<file path="config.mk">
export PLATFORM = sky130hd
export DESIGN_NAME = gpio_mask_port
export DESIGN_NICKNAME = d
export VERILOG_FILES = /design/src/rtl/gpio_port_pkg.sv /design/src/rtl/gpio_apb_fsm.sv /design/src/rtl/gpio_in_sync.sv /design/src/rtl/gpio_regs.sv /design/src/rtl/gpio_pad_mux.sv /design/src/rtl/gpio_mask_port.sv
export SDC_FILE = /design/constraint.sdc
export NUM_CORES = 1
export LEC_CHECK = 0
export ABC_AREA = 1
export BUFFER_PORTS_ARGS = -buffer_cell sky130_fd_sc_hd__buf_2
export CAP_MARGIN = 0
export CORE_MARGIN = 3
export CORE_UTILIZATION = 30
export CTS_BUF_LIST = sky130_fd_sc_hd__clkbuf_2 sky130_fd_sc_hd__clkbuf_4 sky130_fd_sc_hd__clkbuf_8
export DETAILED_ROUTE_END_ITERATION = 7
export PLACE_DENSITY = 0.56
export REMOVE_ABC_BUFFERS = 1
export SLEW_MARGIN = 30
export SYNTH_ARGS = -nofsm -noshare
export SYNTH_HDL_FRONTEND = slang
export SYNTH_SLANG_ARGS = --single-unit
export TNS_END_PERCENT = 20
</file>
<file path="constraint.sdc">
create_clock -name pclk -period 1.9 [get_ports pclk]
set_clock_uncertainty 0.05 [all_clocks]
set_input_delay 0.095 -clock pclk [delete_from_list [all_inputs] [get_ports pclk]]
set_output_delay 0.095 -clock pclk [all_outputs]
set_load 0.01 [all_outputs]
</file>
<file path="src/rtl/gpio_port_pkg.sv">
`timescale 1ns/1ps
package gpio_port_pkg;

    // Bus phase seen on the previous clock edge.
    typedef enum logic [1:0] {
        PH_IDLE   = 2'd0,
        PH_SETUP  = 2'd1,
        PH_ACCESS = 2'd2
    } apb_phase_e;

    // Control-page offsets. Interrupt registers occupy the words between them.
    localparam logic [11:0] OFF_CTRL_BASE = 12'h400;   // direction word
    localparam logic [11:0] OFF_ALTSEL    = 12'h420;   // alternate-select word

endpackage

</file>
<file path="src/rtl/gpio_apb_fsm.sv">
`timescale 1ns/1ps
module gpio_apb_fsm
    import gpio_port_pkg::*;
(
    input  logic clk,
    input  logic rst_n,
    input  logic psel,
    input  logic penable,
    output logic commit
);

    apb_phase_e state_q, state_d;

    always_ff @(posedge clk or negedge rst_n) begin
        if (!rst_n) state_q <= PH_IDLE;
        else        state_q <= state_d;
    end

    always_comb begin
        state_d = PH_IDLE;
        unique case (state_q)
            PH_IDLE: begin
                if (psel && !penable) state_d = PH_SETUP;
                else                  state_d = PH_IDLE;
            end
            PH_SETUP: begin
                if (psel && penable)  state_d = PH_ACCESS;
                else if (psel)        state_d = PH_SETUP;
                else                  state_d = PH_IDLE;
            end
            PH_ACCESS: begin
                if (psel && !penable) state_d = PH_SETUP;
                else                  state_d = PH_IDLE;
            end
            default: state_d = PH_IDLE;
        endcase
    end

    // Output process: a transfer takes effect only in an access cycle
    // that follows a setup cycle.
    always_comb begin
        commit = (state_q == PH_SETUP) && psel && penable;
    end

    // a commit always has a setup cycle right before it.
    a_r10_commit_after_setup: assert property (@(posedge clk) disable iff (!rst_n)
        commit |-> $past(psel && !penable));

endmodule

</file>
<file path="src/rtl/gpio_in_sync.sv">
`timescale 1ns/1ps
module gpio_in_sync #(
    parameter int NPINS = 8
) (
    input  logic             clk,
    input  logic             rst_n,
    input  logic [NPINS-1:0] pad_in,
    output logic [NPINS-1:0] pin_sync
);

    for (genvar gi = 0; gi < NPINS; gi++) begin : g_pin
        logic meta_q, stable_q;
        always_ff @(posedge clk or negedge rst_n) begin
            if (!rst_n) begin
                meta_q   <= 1'b0;
                stable_q <= 1'b0;
            end else begin
                meta_q   <= pad_in[gi];
                stable_q <= meta_q;
            end
        end
        assign pin_sync[gi] = stable_q;
    end

    // Warm-up counter so the latency check never looks past reset.
    logic [1:0] warm_q;
    always_ff @(posedge clk or negedge rst_n) begin
        if (!rst_n)               warm_q <= 2'd0;
        else if (warm_q != 2'd2)  warm_q <= warm_q + 2'd1;
    end

    // synchronized level equals the pad level two edges earlier.
    a_r6_two_edge_latency: assert property (@(posedge clk) disable iff (!rst_n)
        (warm_q == 2'd2) |-> (pin_sync == $past(pad_in, 2)));

endmodule

</file>
<file path="src/rtl/gpio_regs.sv">
`timescale 1ns/1ps
module gpio_regs
    import gpio_port_pkg::*;
#(
    parameter int NPINS  = 8,
    parameter int ADDR_W = 12,
    parameter int DATA_W = 32
) (
    input  logic              clk,
    input  logic              rst_n,
    input  logic              commit,
    input  logic              pwrite,
    input  logic [ADDR_W-1:0] paddr,
    input  logic [DATA_W-1:0] pwdata,
    input  logic [NPINS-1:0]  pin_sync,
    input  logic [NPINS-1:0]  irq_rdata,
    output logic [NPINS-1:0]  data_q,
    output logic [NPINS-1:0]  dir_q,
    output logic [NPINS-1:0]  afsel_q,
    output logic [DATA_W-1:0] rd_data,
    output logic              irq_sel,
    output logic              irq_wr,
    output logic [2:0]        irq_word,
    output logic [NPINS-1:0]  irq_wdata
);

    localparam int WIN_LSB = 2 + NPINS;
    localparam logic [ADDR_W-1:0] CTRL_ADDR = ADDR_W'(OFF_CTRL_BASE);
    localparam logic [ADDR_W-1:0] ALT_ADDR  = ADDR_W'(OFF_ALTSEL);

    logic             in_win, hit_dir, hit_alt, hit_irq;
    logic [NPINS-1:0] mask, win_view, wdat;

    assign in_win  = (paddr[ADDR_W-1:WIN_LSB] == '0);
    assign mask    = paddr[WIN_LSB-1:2];
    assign hit_dir = (paddr[ADDR_W-1:2] == CTRL_ADDR[ADDR_W-1:2]);
    assign hit_alt = (paddr[ADDR_W-1:2] == ALT_ADDR[ADDR_W-1:2]);
    assign hit_irq = (paddr[ADDR_W-1:5] == CTRL_ADDR[ADDR_W-1:5]) && (paddr[4:2] != 3'd0);
    assign wdat    = pwdata[NPINS-1:0];

    logic unused_bus_bits;
    assign unused_bus_bits = ^{paddr[1:0], pwdata[DATA_W-1:NPINS]};

    // Per-pin read view: output pins show the stored value, inputs the pad.
    for (genvar gi = 0; gi < NPINS; gi++) begin : g_view
        assign win_view[gi] = dir_q[gi] ? data_q[gi] : pin_sync[gi];
    end

    always_ff @(posedge clk or negedge rst_n) begin
        if (!rst_n) begin
            data_q  <= '0;
            dir_q   <= '0;
            afsel_q <= '0;
        end else if (commit && pwrite) begin
            if (in_win)  data_q  <= (data_q & ~mask) | (wdat & mask);
            if (hit_dir) dir_q   <= wdat;
            if (hit_alt) afsel_q <= wdat;
        end
    end

    always_comb begin
        rd_data = '0;
        if (in_win)       rd_data[NPINS-1:0] = win_view & mask;
        else if (hit_dir) rd_data[NPINS-1:0] = dir_q;
        else if (hit_alt) rd_data[NPINS-1:0] = afsel_q;
        else if (hit_irq) rd_data[NPINS-1:0] = irq_rdata;
    end

    assign irq_sel   = commit && hit_irq;
    assign irq_wr    = irq_sel && pwrite;
    assign irq_word  = paddr[4:2];
    assign irq_wdata = wdat;

    // bits outside the stencil hold; bits inside it take the write data.
    for (genvar gi = 0; gi < NPINS; gi++) begin : g_chk
        a_r3_unmasked_hold: assert property (@(posedge clk) disable iff (!rst_n)
            (commit && pwrite && in_win && !paddr[2+gi]) |=> $stable(data_q[gi]));
        a_r3_masked_load: assert property (@(posedge clk) disable iff (!rst_n)
            (commit && pwrite && in_win && paddr[2+gi]) |=> (data_q[gi] == $past(pwdata[gi])));
    end

    // no committed write, no register change.
    a_r9_idle_hold: assert property (@(posedge clk) disable iff (!rst_n)
        !(commit && pwrite) |=> ($stable(data_q) && $stable(dir_q) && $stable(afsel_q)));

    // forwarded accesses leave local storage untouched.
    a_r8_irq_leaves_local: assert property (@(posedge clk) disable iff (!rst_n)
        irq_sel |=> ($stable(data_q) && $stable(dir_q) && $stable(afsel_q)));

endmodule

</file>
<file path="src/rtl/gpio_pad_mux.sv">
`timescale 1ns/1ps
module gpio_pad_mux #(
    parameter int NPINS = 8
) (
    input  logic [NPINS-1:0] data_q,
    input  logic [NPINS-1:0] dir_q,
    input  logic [NPINS-1:0] afsel_q,
    input  logic [NPINS-1:0] alt_out,
    input  logic [NPINS-1:0] alt_oe,
    output logic [NPINS-1:0] pad_out,
    output logic [NPINS-1:0] pad_oe
);

    for (genvar gi = 0; gi < NPINS; gi++) begin : g_pad
        assign pad_out[gi] = afsel_q[gi] ? alt_out[gi] : data_q[gi];
        assign pad_oe[gi]  = afsel_q[gi] ? alt_oe[gi]  : dir_q[gi];
    end

endmodule

</file>
<file path="src/rtl/gpio_mask_port.sv">
`timescale 1ns/1ps
module gpio_mask_port #(
    parameter int NPINS  = 8,
    parameter int ADDR_W = 12,
    parameter int DATA_W = 32
) (
    input  logic              pclk,
    input  logic              presetn,
    input  logic              psel,
    input  logic              penable,
    input  logic              pwrite,
    input  logic [ADDR_W-1:0] paddr,
    input  logic [DATA_W-1:0] pwdata,
    output logic [DATA_W-1:0] prdata,
    output logic              pready,
    output logic              pslverr,
    input  logic [NPINS-1:0]  pad_in,
    output logic [NPINS-1:0]  pad_out,
    output logic [NPINS-1:0]  pad_oe,
    input  logic [NPINS-1:0]  alt_out,
    input  logic [NPINS-1:0]  alt_oe,
    output logic              irq_sel,
    output logic              irq_wr,
    output logic [2:0]        irq_word,
    output logic [NPINS-1:0]  irq_wdata,
    input  logic [NPINS-1:0]  irq_rdata
);

    logic              commit;
    logic [NPINS-1:0]  pin_sync, data_q, dir_q, afsel_q;
    logic [DATA_W-1:0] rd_data;

    gpio_apb_fsm u_fsm (
        .clk     (pclk),
        .rst_n   (presetn),
        .psel    (psel),
        .penable (penable),
        .commit  (commit)
    );

    gpio_in_sync #(.NPINS(NPINS)) u_sync (
        .clk      (pclk),
        .rst_n    (presetn),
        .pad_in   (pad_in),
        .pin_sync (pin_sync)
    );

    gpio_regs #(.NPINS(NPINS), .ADDR_W(ADDR_W), .DATA_W(DATA_W)) u_regs (
        .clk       (pclk),
        .rst_n     (presetn),
        .commit    (commit),
        .pwrite    (pwrite),
        .paddr     (paddr),
        .pwdata    (pwdata),
        .pin_sync  (pin_sync),
        .irq_rdata (irq_rdata),
        .data_q    (data_q),
        .dir_q     (dir_q),
        .afsel_q   (afsel_q),
        .rd_data   (rd_data),
        .irq_sel   (irq_sel),
        .irq_wr    (irq_wr),
        .irq_word  (irq_word),
        .irq_wdata (irq_wdata)
    );

    gpio_pad_mux #(.NPINS(NPINS)) u_pad (
        .data_q  (data_q),
        .dir_q   (dir_q),
        .afsel_q (afsel_q),
        .alt_out (alt_out),
        .alt_oe  (alt_oe),
        .pad_out (pad_out),
        .pad_oe  (pad_oe)
    );

    assign prdata  = (psel && !pwrite) ? rd_data : '0;
    assign pready  = 1'b1;
    assign pslverr = 1'b0;

endmodule

</file>
==> impl_results.md, run 1 <==
* Initial antenna violation count at 0
* Area Overhead vs Synth at 27.2%
* Final worst path period share at 86.0%
* Congestion Overflow GR at 0
* Die area at 9720 um^2
* Syn_area_per_cell at 7.66 um^2
* H-tree Lvls at 2
* Maximum vdd ir drop at 0.000328 V
* Routed WL at 6860 um
* Fillers at 887
* Nets at 521
* Ratio of cells with drive above 1 in the final layout at 27.7%
* Minimum clock period at 1.63 ns
* Vias/cell at 4.49
* Core box area at 8260 um^2
* Warnings from Yosys at 0
* Place WS at 0.288 ns
* I/O Buffers at 91
* Clock sink count at 42
* WHS at 0.0490 ns
* CP Max Fanout at 3
* Clk root buf: clkbuf_8
* Gp weighted congestion at 0.769
* Worst Setup Path Type: input pin to primary output
* TritonCTS clock tree: done
* Core Rows at 33
* Final setup viols at 0
* Vias in the first global route at 2207
* Die H at 98.6 um
* Cells after DPL at 520
* Hold Vio Cnt, Final at 0
* Synth cell types at 28
* Worst setup SP type: input pin
* Via count at 2449
* PD cells at 606 nW/um^2
* Synthesized instance count at 336
* RSZ-0062 raised after global routing: no
* Detail Route Antenna Nets at 0
* Critical path arrival at 1.49 ns
* Hold crit path type: input pin to flip-flop
* Overall routing resource usage at 14.1%
* I/O Pins at 144
* Setup TNS at 0 ns
* Slew Limit Fails at 0
* Initial Util at 31.2%
* DP Wirelength at 5160 um
* CTS clk-pin slew, worst paths at 0.08 ns
* DRC at 0
* Initial DRC count at 86
* #FFs+latches synth at 42
* Drt pass-1 iters at 4
* Die W at 98.6 um
* Routed wire length per instance at 12.6 um
* Synthesized area at 2570 um^2
* Leakage at 1.75 nW
* Non-filler cells, final at 546
* Outcome: finished, final reports clean
* Worst Slack Setup Final at 0.266 ns
* CTS Buffer Depth at 2
* Sequential area share after synthesis at 40.9%
* Worst setup EP type: primary output
* Skew-Pair Late Insertion Delay at 0.29 ns
* First-pass GRT wire length at 11000 um
* Total power at 1.98 mW
* FMAX at 612 MHz
* Post-CTS resize count at 0
* Antenna Cells at 0
* CP required at 1.75 ns
* CTS Buf Count at 5
* Pin count of the biggest net entering global routing at 24
* Maxcap violations at 0
==> synthesized netlist by cell type <==
cell type  count  area, um^2
o21ai_0       41         205
buf_4         39         293
nand2_1       95         357
a211oi_1       1        7.51
nor4_1         1        6.26
nor2_1        13        48.8
nand3_4        1        17.5
nand4_4        1        21.3
clkbuf_1       1        3.75
nor2_4         2        22.5
nor2_8         2        40.0
a21oi_1       14        70.1
nand3_1       13        65.1
nand4_1        7        43.8
nor3_4         1        16.3
conb_1         2        7.51
inv_2          2        7.51
buf_2          1        5.00
nor2_2         1        6.26
inv_1         39         146
nand2_2        4        25.0
dfrtp_1       42        1050
o21ai_2        2        17.5
o211ai_1       7        52.6
o21ai_1        1        5.00
buf_8          1        15.0
nor3_1         1        5.00
nand2_4        1        11.3
==> report_power, final <==
group	leakage (nW)	switching, mW	total [mW]	internal [mW]
Clock	0.0593	0.310	0.733	0.422
Combinational	1.19	0.187	0.313	0.127
Sequential	0.504	0.0127	0.938	0.925
==> layer usage <==
layer  part of all wire, %  track usage (%)
met1                    45             19.4
met2                    46             22.3
met3                   7.2             3.04
met4                   1.7             3.99
met5                     0                0
==> through the flow <==
stage / utilization (%) / cell area, um^2
global route: 39.6 / 3270
CTS: 39.6 / 3270
global placement: 36.1 / 2980
finish: 39.6 / 3270
detailed placement: 36.1 / 2980
floorplan: - / 2350
==> worst max-delay path, stage by stage <==
cell and delay [ns]:
dlygate4sd3_1 0.52, buf_2 0.11, nand2_1 0.09, nor3_4 0.21, nand2_2 0.17, nor2_1 0.15
buf_2 0.14
==> worst paths after layout <==
kind | from | to | slack (ns) | cells after the start
hold reg to reg | u_sync.g_pin[3].meta_q$_DFF_PN0_ | u_sync.g_pin[3].stable_q$_DFF_PN0_ | 0.30 | 0
max in group asynchronous | presetn | async pin | 0.90 | 3
setup reg to reg | u_fsm.state_q[1]$_DFF_PN0_ | flip-flop | 0.32 | 6
hold / removal | paddr[7] | flip-flop | 0.05 | 3
min in group asynchronous | presetn | u_regs.afsel_q[4]$_DFFE_PN0P_ | 0.23 | 2
setup / recovery | penable | irq_wr | 0.27 | 7
==> logic make-up after synthesis <==
family / count (synthesis) / synth area share, %
DFF: 42 / 40.9
other: 2 / 0.292
AOI/OAI and AO/OA: 66 / 13.9
and+or+nand+nor: 143 / 26.7
buffers and inverters: 83 / 18.3
==> layout by cell type, fill, tap and decap left out, types with 2 or more instances in the layout <==
cell type	instances
buf_4	6
a21oi_1	14
o21ai_0	41
dlygate4sd3_1	18
inv_1	39
nor2_4	2
nor2_8	2
nand4_1	7
nor2_1	13
clkbuf_8	5
nand2_2	4
nand3_1	13
dfrtp_1	42
o211ai_1	7
buf_2	91
conb_1	26
inv_2	2
o21ai_2	2
nand2_1	95
clkbuf_4	2
==> what timing repair did <==
item,in CTS,in global routing
hold buffers,18,0
hold endpoints to repair,36,0
setup buffers,0,0
==> final cells by class <==
type | instances | area [um^2] | share of cell area [%]
tap | 105 | 131 | 4.02
inverter | 41 | 154 | 4.70
clock inverter | 1 | 30.0 | 0.918
timing repair buffer | 115 | 681 | 20.8
clock buffer | 7 | 83.8 | 2.56
multi-input combinational | 235 | 1140 | 34.9
sequential | 42 | 1050 | 32.1
Note: power is estimated with default switching activity, not from simulation.
==> inputs of run 2 (changes only) <==
Settings changed: ABC_AREA 1 to default, PLACE_DENSITY 0.56 to 0.57, SETUP_SLACK_MARGIN from default to 0.05.
==> run 2 against run 1 <==
Fmax fell by 6.5%. Register-to-register slack got worse by 0.15 ns. Worst hold slack got worse by 0.023 ns. Cell count fell by 24%. Largest cell class unchanged. Count of clock-buffer cells in the layout fell by 1. Utilization rose by 1.4 points. Combinational power fell by 19%.
==> impl_results.md, run 2 <==
* NetSw at 0.448 mW (-12%)
* Gr busiest metal: met2
* Initial antenna violation count at 0 (unchanged)
* TritonCTS clock tree: done
* Synth area leaders: dfrtp_1 44%, mux2_2 23%, buf_4 12%, nand3_1 4.8%, and3_1 2.9%
* Ratio of cells with drive above 1 in the final layout at 52.7% (+25 points)
* FF-to-FF path depth at 5 (-1)
* Synthesized area at 2380 um^2 (-7.6%)
* Minimum clock period at 1.75 ns (+0.113 ns)
* Synth Flop Type: dfrtp_1
* Worst Slack Setup Final at 0.153 ns (-0.113 ns)
* Met1 usage at 19.1% (-0.34 points)
* Worst-margin pin slew at 0.536 ns
* Setup TNS at 0 ns (unchanged)
* WHS at 0.0264 ns (-0.0227 ns)
* Comb pwr share at 13.2% (-2.6 points)
* Slowest stage delay, CP at 0.53 ns (about the same)
* Critical path, cell by cell: dlygate4sd3_1 > buf_2 > and4b_2 > and3_1 > and3_1 > buf_4 > mux2_2
* Fillers at 741 (-16%)
* Maxcap violations at 0 (unchanged)
* Die area at 9030 um^2 (-7.1%)
* Gp weighted congestion at 0.771 (+0.21%)
* CP required at 2.02 ns (+0.27 ns)
* Most frequent cell after synthesis: mux2_2
* Drt pass-1 iters at 4 (unchanged)
* H-tree Lvls at 2 (unchanged)
* #FFs+latches synth at 42 (unchanged)
* Most common cell after layout, fill and taps aside: buf_2
* CTS clk-pin slew, worst paths at 0.08 ns (about the same)
* Antenna Cells at 0 (unchanged)
* Overall routing resource usage at 13.1% (-0.99 points)
* I/O Pins at 144 (unchanged)
* Clock sink count at 42 (unchanged)
* Sequential area share after synthesis at 44.2% (+3.4 points)
* Sequential Power Share at 49.2% (+1.9 points)
* First-pass GRT wire length at 8950 um (-19%)
* Worst setup EP type: flip-flop
* Placed cell areas at 2840 um^2 (-4.6%)
* Cells after DPL at 396 (-24%)
* Place WS at 0.0137 ns (-0.274 ns)
* Worst r2r src: u_fsm.state_q[1]$_DFF_PN0_
* Relative slew slack at 64.2%
* FF-to-FF setup slack at 0.17 ns (-0.15 ns)
* Sw Ratio at 23.5% (-2.2 points)
* Area Overhead vs Synth at 29.1%
* Core box area at 7490 um^2 (-9.3%)
* Final setup viols at 0 (unchanged)
* Final worst path period share at 91.9% (+6.0 points)
* Non-filler cells, final at 414 (-24%)
* Congestion Overflow GR at 0 (unchanged)
* Routed WL at 5950 um (-13%)
* I/O Buffers at 91 (unchanged)
* Commonest cells after routing, fill and taps aside: 91 x buf_2, 48 x mux2_2, 42 x dfrtp_1, 26 x conb_1, 23 x nand3_1
* Outcome: finished, final reports clean
* RSZ-0062 raised after global routing: no
* Pin count of the biggest net entering global routing at 43 (+79%)
* Top cell type's share of synthesized area at 44.2% (+3.4 points)
* Maximum vdd ir drop at 0.000201 V (-39%)
* CP Max Fanout at 5 (+2)
* Hold Vio Cnt, Final at 0 (unchanged)
* Nets at 396 (-24%)
* Die H at 95.0 um (-3.6%)
* PD cells at 622 nW/um^2 (+2.7%)
* Vias in the first global route at 1752 (-21%)
* Die W at 95.0 um (-3.6%)
* Family with the most delay on the worst path: buffers and inverters
* Post-CTS repair timing setup buffer count at 0 (unchanged)
* Clock power frac at 37.6% (+0.7 points)
* Most common cell on crit path: and3_1
* GR Layer Usage met2 at 19.9% (-2.4 points)
* Met3 usage at 2.76% (-0.28 points)
* Post-synth EDFFs at 0 (unchanged)
* Warnings from Yosys at 0 (unchanged)
* DP Wirelength at 4550 um (-12%)
* DRC at 0 (unchanged)
* Total power at 1.91 mW (-3.7%)
* Clk root buf: clkbuf_8
* Initial Util at 31.8% (+0.61 points)
* Via count at 1916 (-22%)
* Detail Route Antenna Nets at 0 (unchanged)
* Skew-Pair Late Insertion Delay at 0.28 ns (about the same)
* Hold crit path type: input pin to flip-flop
* Vias/cell at 4.63 (+3.2%)
* Leakage at 1.64 nW (-6.6%)
* Synthesized instance count at 211 (-37%)
* CTS Buffer Depth at 2 (unchanged)
* Worst setup SP type: input pin
* Leading area contributor after synthesis: dfrtp_1
* Cell area after layout at 3070 um^2 (-6.2%)
* Syn_area_per_cell at 11.3 um^2 (+47%)
* Worst Setup Path Type: input pin to flip-flop
* Synth cell types at 28 (unchanged)
* Most frequent cells after synthesis: 48 x mux2_2, 42 x dfrtp_1, 37 x buf_4
* CTS Buf Count at 5 (unchanged)
* CP Capture Point: u_regs.afsel_q[7]$_DFFE_PN0P_
* Initial DRC count at 103 (+20%)
* Critical path arrival at 1.87 ns (+0.38 ns)
* Routed wire length per instance at 14.4 um (+14%)
* P_int at 1.46 mW (-0.80%)
* Ys async rst share at 100% (unchanged)
* Core Rows at 31 (-6.1%)
* Reg2reg end: u_regs.afsel_q[7]$_DFFE_PN0P_
* Critical Path Start: penable
* Worst path depth at 7 (unchanged)
* Critical Path Slowest Stage Cell: dlygate4sd3_1
* FMAX at 572 MHz (-6.5%)
* Slew Limit Fails at 0 (unchanged)
* CP bufs+invs at 3 (unchanged)
* Core Util, Final at 41.0% (+1.4 points)
-- run 2: cell count changes in the layout (fill, tap and decap cells not counted), sizes merged, moves of 7 or more --
cell,previous run,this run
a21oi,14,0
and3,0,11
buf,97,105
dlygate4sd3,18,11
inv,41,1
mux2,0,48
nand2,100,8
nand3,14,23
nand4,8,0
nor2,18,2
nor3b,0,8
o21ai,44,7
-- run 2: worst min-delay path by stage --
stage	from	endpoint	slack, ns	cells past startpoint
after CTS	pwdata[0]	flip-flop	0.02	2
after detailed placement	pad_in[3]	u_sync.g_pin[3].meta_q$_DFF_PN0_	0.15	1
after global placement	presetn	u_sync.g_pin[6].stable_q$_DFF_PN0_	0.15	2
final	pwdata[0]	flip-flop	0.03	2
after floorplan	presetn	async pin	-0.25	0
after global routing	pwdata[0]	flip-flop	0.02	2
-- run 2: cells by family after synthesis --
group           synth area share [%]
buf+inv                         13.4
compound gates                  2.37
other cells                    0.316
flops                           44.2
simple gates                    16.5
mux                             23.2
-- run 2: power groups by stage --
stage	Clock, mW	Sequential [mW]	Combinational (mW)
after global routing	0.772	0.943	0.283
after CTS	0.740	0.940	0.255
final	0.719	0.939	0.252
after floorplan	0	0.953	0.0893
after detailed placement	0	0.958	0.237
after global placement	0	0.957	0.233
-- run 2: cell type report --
class | count | area [um^2] | area share [%]
Clock buffer | 6 | 82.6 | 2.69
Multi-Input combinational cell | 149 | 1100 | 36.0
Timing Repair Buffer | 116 | 674 | 22.0
Inverter | 1 | 3.75 | 0.122
Sequential cell | 42 | 1050 | 34.2
Tap cell | 99 | 124 | 4.04
Clock inverter | 1 | 30.0 | 0.978
-- run 2: metal layers --
layer  wire length (um)  share of wire (%)
met2               2610                 44
met4                 39               0.66
met3                531                8.9
met5                  0                  0
met1               2770                 47
-- run 2: timing repair --
| item | CTS | global route |
|---|---|---|
| endpoints found under the hold margin | 51 | 0 |
| gates resized for setup | 0 | 2 |
| setup endpoints to repair | 0 | 5 |
| hold buffers | 11 | 0 |
